$ cat config.mk
export PLATFORM = sky130hd
export DESIGN_NAME = reaction_game
export DESIGN_NICKNAME = d
export VERILOG_FILES = /design/src/rtl/rg_pkg.sv /design/src/rtl/rg_lfsr.sv /design/src/rtl/rg_delay_cnt.sv /design/src/rtl/rg_arbiter.sv /design/src/rtl/reaction_game.sv
export SDC_FILE = /design/constraint.sdc
export NUM_CORES = 1
export LEC_CHECK = 0
export BUFFER_PORTS_ARGS = -buffer_cell sky130_fd_sc_hd__buf_2
export CORE_MARGIN = 1
export CORE_UTILIZATION = 56
export CTS_CLUSTER_DIAMETER = 40
export CTS_CLUSTER_SIZE = 25
export DETAILED_ROUTE_END_ITERATION = 8
export GPL_ROUTABILITY_DRIVEN = 0
export PLACE_DENSITY_LB_ADDON = 0.08
export SYNTH_ARGS = -nofsm -noshare
export SYNTH_HDL_FRONTEND = slang
export SYNTH_SLANG_ARGS = --single-unit
$ cat constraint.sdc
create_clock -name clk -period 1.7 [get_ports clk]
set_input_delay 0.51 -clock clk [delete_from_list [all_inputs] [get_ports clk]]
set_output_delay 0.51 -clock clk [all_outputs]
set_load 0.03 [all_outputs]
$ cat src/rtl/rg_pkg.sv
package rg_pkg;
  typedef enum logic [2:0] {
    ST_IDLE  = 3'd0,
    ST_COUNT = 3'd1,
    ST_WAIT  = 3'd2,
    ST_AWIN  = 3'd3,
    ST_BWIN  = 3'd4,
    ST_TIE   = 3'd5
  } game_state_e;
endpackage

$ cat src/rtl/rg_lfsr.sv
module rg_lfsr #(
  parameter int unsigned W = 8,
  parameter logic [W-1:0] TAPS = 8'hE1,
  parameter logic [W-1:0] SEED = 1
) (
  input  logic         clk,
  input  logic         rst,
  output logic [W-1:0] value
);
  logic feedback;

  // parity of the tapped bits becomes the new LSB
  always_comb feedback = ^(value & TAPS);

  always_ff @(posedge clk) begin
    if (rst) value <= SEED;
    else     value <= {value[W-2:0], feedback};
  end

  assert_lfsr_nonzero_R2: assert property (@(posedge clk) disable iff (rst)
    value != '0);

  assert_lfsr_shift_R2: assert property (@(posedge clk) disable iff (rst)
    1'b1 |=> value[W-1:1] == $past(value[W-2:0]));
endmodule

$ cat src/rtl/rg_delay_cnt.sv
module rg_delay_cnt #(
  parameter int unsigned W = 8
) (
  input  logic         clk,
  input  logic         rst,
  input  logic         load,
  input  logic [W-1:0] din,
  output logic         tc
);
  localparam logic [W-1:0] TOP = '1;

  logic [W-1:0] count_q, count_d;

  always_comb begin
    count_d = count_q;
    if (load)                count_d = din;
    else if (count_q != '0)  count_d = count_q + 1'b1;
  end

  always_ff @(posedge clk) begin
    if (rst) count_q <= '0;
    else     count_q <= count_d;
  end

  always_comb tc = (count_q == TOP);

  assert_cnt_load_R4: assert property (@(posedge clk) disable iff (rst)
    load |=> count_q == $past(din));

  assert_cnt_step_R4: assert property (@(posedge clk) disable iff (rst)
    (!load && count_q != '0) |=> count_q == W'($past(count_q) + 1'b1));

  assert_cnt_hold_R4: assert property (@(posedge clk) disable iff (rst)
    (!load && count_q == '0) |=> count_q == '0);
endmodule

$ cat src/rtl/rg_arbiter.sv
module rg_arbiter
  import rg_pkg::*;
(
  input  logic clk,
  input  logic rst,
  input  logic start_btn,
  input  logic stop_a,
  input  logic stop_b,
  input  logic tc,
  output logic load,
  output logic start_light,
  output logic win_a,
  output logic win_b
);
  game_state_e state_q, state_d;
  logic finished;

  always_comb finished = (state_q == ST_AWIN) || (state_q == ST_BWIN) ||
                         (state_q == ST_TIE);

  always_comb begin
    state_d = state_q;
    load    = 1'b0;
    unique case (state_q)
      ST_IDLE, ST_AWIN, ST_BWIN, ST_TIE: begin
        if (start_btn) begin
          load    = 1'b1;
          state_d = ST_COUNT;
        end
      end
      ST_COUNT: if (tc) state_d = ST_WAIT;
      ST_WAIT: begin
        if (stop_a && stop_b) state_d = ST_TIE;
        else if (stop_a)      state_d = ST_AWIN;
        else if (stop_b)      state_d = ST_BWIN;
      end
      default: state_d = ST_IDLE;
    endcase
  end

  always_ff @(posedge clk) begin
    if (rst) state_q <= ST_IDLE;
    else     state_q <= state_d;
  end

  always_comb begin
    start_light = (state_q == ST_WAIT);
    win_a       = (state_q == ST_AWIN) || (state_q == ST_TIE);
    win_b       = (state_q == ST_BWIN) || (state_q == ST_TIE);
  end

  assert_load_origin_R3: assert property (@(posedge clk) disable iff (rst)
    load |-> (state_q == ST_IDLE || finished));

  assert_light_excl_R5: assert property (@(posedge clk) disable iff (rst)
    !(start_light && (win_a || win_b)));

  assert_a_first_R6: assert property (@(posedge clk) disable iff (rst)
    (start_light && stop_a && !stop_b) |=> (win_a && !win_b));

  assert_b_first_R7: assert property (@(posedge clk) disable iff (rst)
    (start_light && stop_b && !stop_a) |=> (win_b && !win_a));

  assert_tie_R8: assert property (@(posedge clk) disable iff (rst)
    (start_light && stop_a && stop_b) |=> (win_a && win_b && !start_light));

  assert_result_hold_R11: assert property (@(posedge clk) disable iff (rst)
    (finished && !start_btn) |=> $stable(state_q));
endmodule

$ cat src/rtl/reaction_game.sv
module reaction_game #(
  parameter int unsigned W = 8,
  parameter logic [W-1:0] TAPS = 8'hE1,
  parameter logic [W-1:0] SEED = 1
) (
  input  logic clk,
  input  logic rst,
  input  logic start_btn,
  input  logic stop_a,
  input  logic stop_b,
  output logic start_light,
  output logic win_a,
  output logic win_b
);
  logic [W-1:0] rnd;
  logic         load;
  logic         tc;

  rg_lfsr #(.W(W), .TAPS(TAPS), .SEED(SEED)) u_lfsr (
    .clk(clk), .rst(rst), .value(rnd)
  );

  rg_delay_cnt #(.W(W)) u_cnt (
    .clk(clk), .rst(rst), .load(load), .din(rnd), .tc(tc)
  );

  rg_arbiter u_fsm (
    .clk(clk), .rst(rst), .start_btn(start_btn), .stop_a(stop_a),
    .stop_b(stop_b), .tc(tc), .load(load), .start_light(start_light),
    .win_a(win_a), .win_b(win_b)
  );
endmodule

==> flow_summary.json <==
{
  "r2r_start": "u_cnt.count_q[0]$_SDFFE_PP0P_",
  "die_area_um2": 1870,
  "synth_enable_flop_cells": 0,
  "synth_compound_area_share_pct": 16.6,
  "p_per_area_nw_per_um2": 792,
  "clock-sinks": 19,
  "vias": 714,
  "dp_cells": 119,
  "path_class": "flop to output pin",
  "vdd_drop_max_uv": 557,
  "rsz0062_at_grt": "true",
  "min_period_ps": 1710,
  "numCtsBuffers": 3,
  "drive_gt1_share_pct": 29.7,
  "synthMuxAreaShare_pct": 2.63,
  "hold_viol": 0,
  "fin_cells": 127,
  "worstRegToRegCells": 5,
  "path_cells": "or2b_1 -> a21boi_2 -> buf_6",
  "syn2layout_area_growth_pct": 12.4,
  "grt_pass1_wl_mm": 2.70,
  "cts_tree": "built",
  "synth_top_family_by_area": "simple AND/OR/NAND/NOR gates",
  "holdPathStages": 3,
  "netSwitchingPower_mw": 0.227,
  "grt_pass1_vias": 641,
  "cp_slowest_cell": "dfxtp_2",
  "maxCapViolCount": 0,
  "slew_headroom_pct": 68.3,
  "hold_end": "u_fsm.state_q[2]$_SDFFE_PP0P_",
  "numPortBuffers": 7,
  "ys_ff_latch": 19,
  "wl_mm": 1.58,
  "ys_warn_count": 0,
  "drt_iter0_markers": 8,
  "pwr-share-clk_pct": 26.3,
  "clkSlewWorstSetupHoldPaths_ps": 100,
  "power_mw": 0.847,
  "final_cell_mix": "dfxtp_1 (17), nor2_1 (9), nor2b_1 (7)",
  "syn_inst": 98,
  "async_reset_ff_share_pct": 0,
  "insertion_delay_ps": 290,
  "grt_usage_pct": 19.7,
  "required_ps": 1190,
  "worst_pin_slew_ps": 472,
  "setup_viol": 1,
  "status": "finished, violations left",
  "grt.overflow.total": 0,
  "max_freq_mhz": 584,
  "ant_nets": 0,
  "finalSetupTns_ps": -12.9,
  "reg2reg_slack_ps": 210,
  "fin_crit_sh_pct": 101,
  "syn-num-nets": 105,
  "synth_flop_cell": "dfxtp_1",
  "failed_checks": "setup timing",
  "worstPathArrival_ps": 1200,
  "seq_power_share_pct": 58.7,
  "postCtsHoldBufs": 0,
  "cts-root-buf": "clkbuf_4",
  "crit_path_end_kind": "output pin",
  "p_sw_share_pct": 26.8,
  "synth-seq-area-share_pct": 40.0,
  "synth-xor-area-share_pct": 8.29,
  "layout_setup_ws_ps": -12.9,
  "firstDrtPassIters": 4,
  "synth.area.top_cells": "dfxtp_1 (40%), a211oi_2 (6.6%), nor2b_1 (4.6%)",
  "yosysUniqueCellTypes": 35,
  "maxSlewViolCount": 0,
  "start_kind": "flop",
  "antenna_found_initial": 0,
  "leakagePower_nw": 0.431,
  "clockBufferDepth": 2,
  "vias_per_cell": 5.62,
  "boundaryPins": 8,
  "grt_max_degree": 20,
  "die_w_um": 43.2,
  "synth_top_cell_by_area": "dfxtp_1",
  "route.detailed.drc": 0,
  "worstHoldStart": "stop_b",
  "slowest_delay_ps": 350,
  "netlist_area_um2": 951,
  "p_int_mw": 0.620,
  "core_area_um2": 1540,
  "die_h_um": 43.2,
  "synth_area_per_cell_um2": 9.70,
  "fin_worst_skew_ps": 2.67,
  "row_count": 14,
  "synth.top_cell.area_share_pct": 40.0,
  "synth_adder_area_share_pct": 2.63,
  "start_util_pct": 61.7,
  "r2r-end": "u_fsm.state_q[0]$_SDFFE_PP0P_",
  "htree_levels": 1,
  "wl_per_cell_um": 12.4,
  "place_hpwl_mm": 1.08,
  "hp-class": "primary input to flop",
  "yosys.area_share.simple_pct": 25.1,
  "crit_start": "u_fsm.state_q[2]$_SDFFE_PP0P_",
  "final_nets": 119,
  "fillers": 131,
  "power_frac_comb_pct": 15.0,
  "cp_max_fo": 3,
  "final_common_cell": "dfxtp_1",
  "n_antenna_cell": 0
}
layout make-up:
type	count	area [µm²]	share of cell area, %
multi-input combinational	72	534	50.0
sequential	19	385	36.1
tap	16	20.0	1.87
timing repair buffer	12	87.6	8.20
clock buffer	4	26.3	2.46
inverter	4	15.0	1.41
critical path, delay by kind of cell, from the launching register on:
kind / cells / cell delay, ps
compound gates: 1 / 160
simple gates: 1 / 270
buf+inv: 1 / 140
flops: 1 / 350
cells in the mapped netlist (all sizes together) (2+ instances only):
master / count
nor2: 13
dfxtp: 19
nand2: 4
buf: 3
nand3: 4
xor2: 5
inv: 4
xnor2: 4
or2b: 2
a21oi: 5
o21ai: 2
ha: 2
nor2b: 7
and3: 2
nand2b: 2
a211oi: 6
cells by family after synthesis:
kind of cell | count (synthesis)
compound gates | 18
flops | 19
mux | 2
fa+ha+maj | 2
buf+inv | 7
xor+xnor | 9
simple gates | 41
metal layers:
metal	vias up	wire length, µm	global-route usage [%]
li1	365	-	-
met2	12	758	31.9
met4	0	14	9.09
met5	-	0	0
met1	335	764	23.9
met3	2	43	5.11
power groups by stage:
stage                     logic (mW)  clock network, mW  registers [mW]
final                          0.127              0.223           0.497
after global routing           0.141              0.252           0.502
after CTS                      0.127              0.233           0.497
after detailed placement       0.127                  0           0.508
after global placement         0.124                  0           0.508
after floorplan                0.109                  0           0.502
sequential cells by signal (all words and copies together) (netlist names):
name / count
u_cnt.count_q: 8
u_fsm.state_q: 3
u_lfsr.value: 8
timing repair:
action | 4_1_cts | 5_1_grt
buffers inserted | 3 | 1
resized for setup | 10 | 2
pin swaps | 1 | 1
setup endpoints to repair | 3 | 3
metrics by stage:
step | hold slack, ps | worst slack, ps | instance area, µm² | util (%)
after floorplan | 435 | 5.78 | 951 | -
after global placement | 462 | 147 | 983 | 63.8
after detailed placement | 464 | 100 | 983 | 63.8
after CTS | 474 | -36.2 | 1060 | 68.7
after global routing | 484 | -82.5 | 1070 | 69.3
final | 478 | -12.9 | 1070 | 69.3
worst max-delay path by stage:
stage                   to  slack [ps]  cells after the start
2_1_floorplan        win_a           6                      2
3_3_place_gp   start_light         150                      3
3_5_place_dp         win_a         100                      3
4_1_cts              win_a         -40                      3
5_1_grt        start_light         -80                      3
6_report             win_a         -10                      3
No activity file was read; power rests on OpenSTA's default activity.
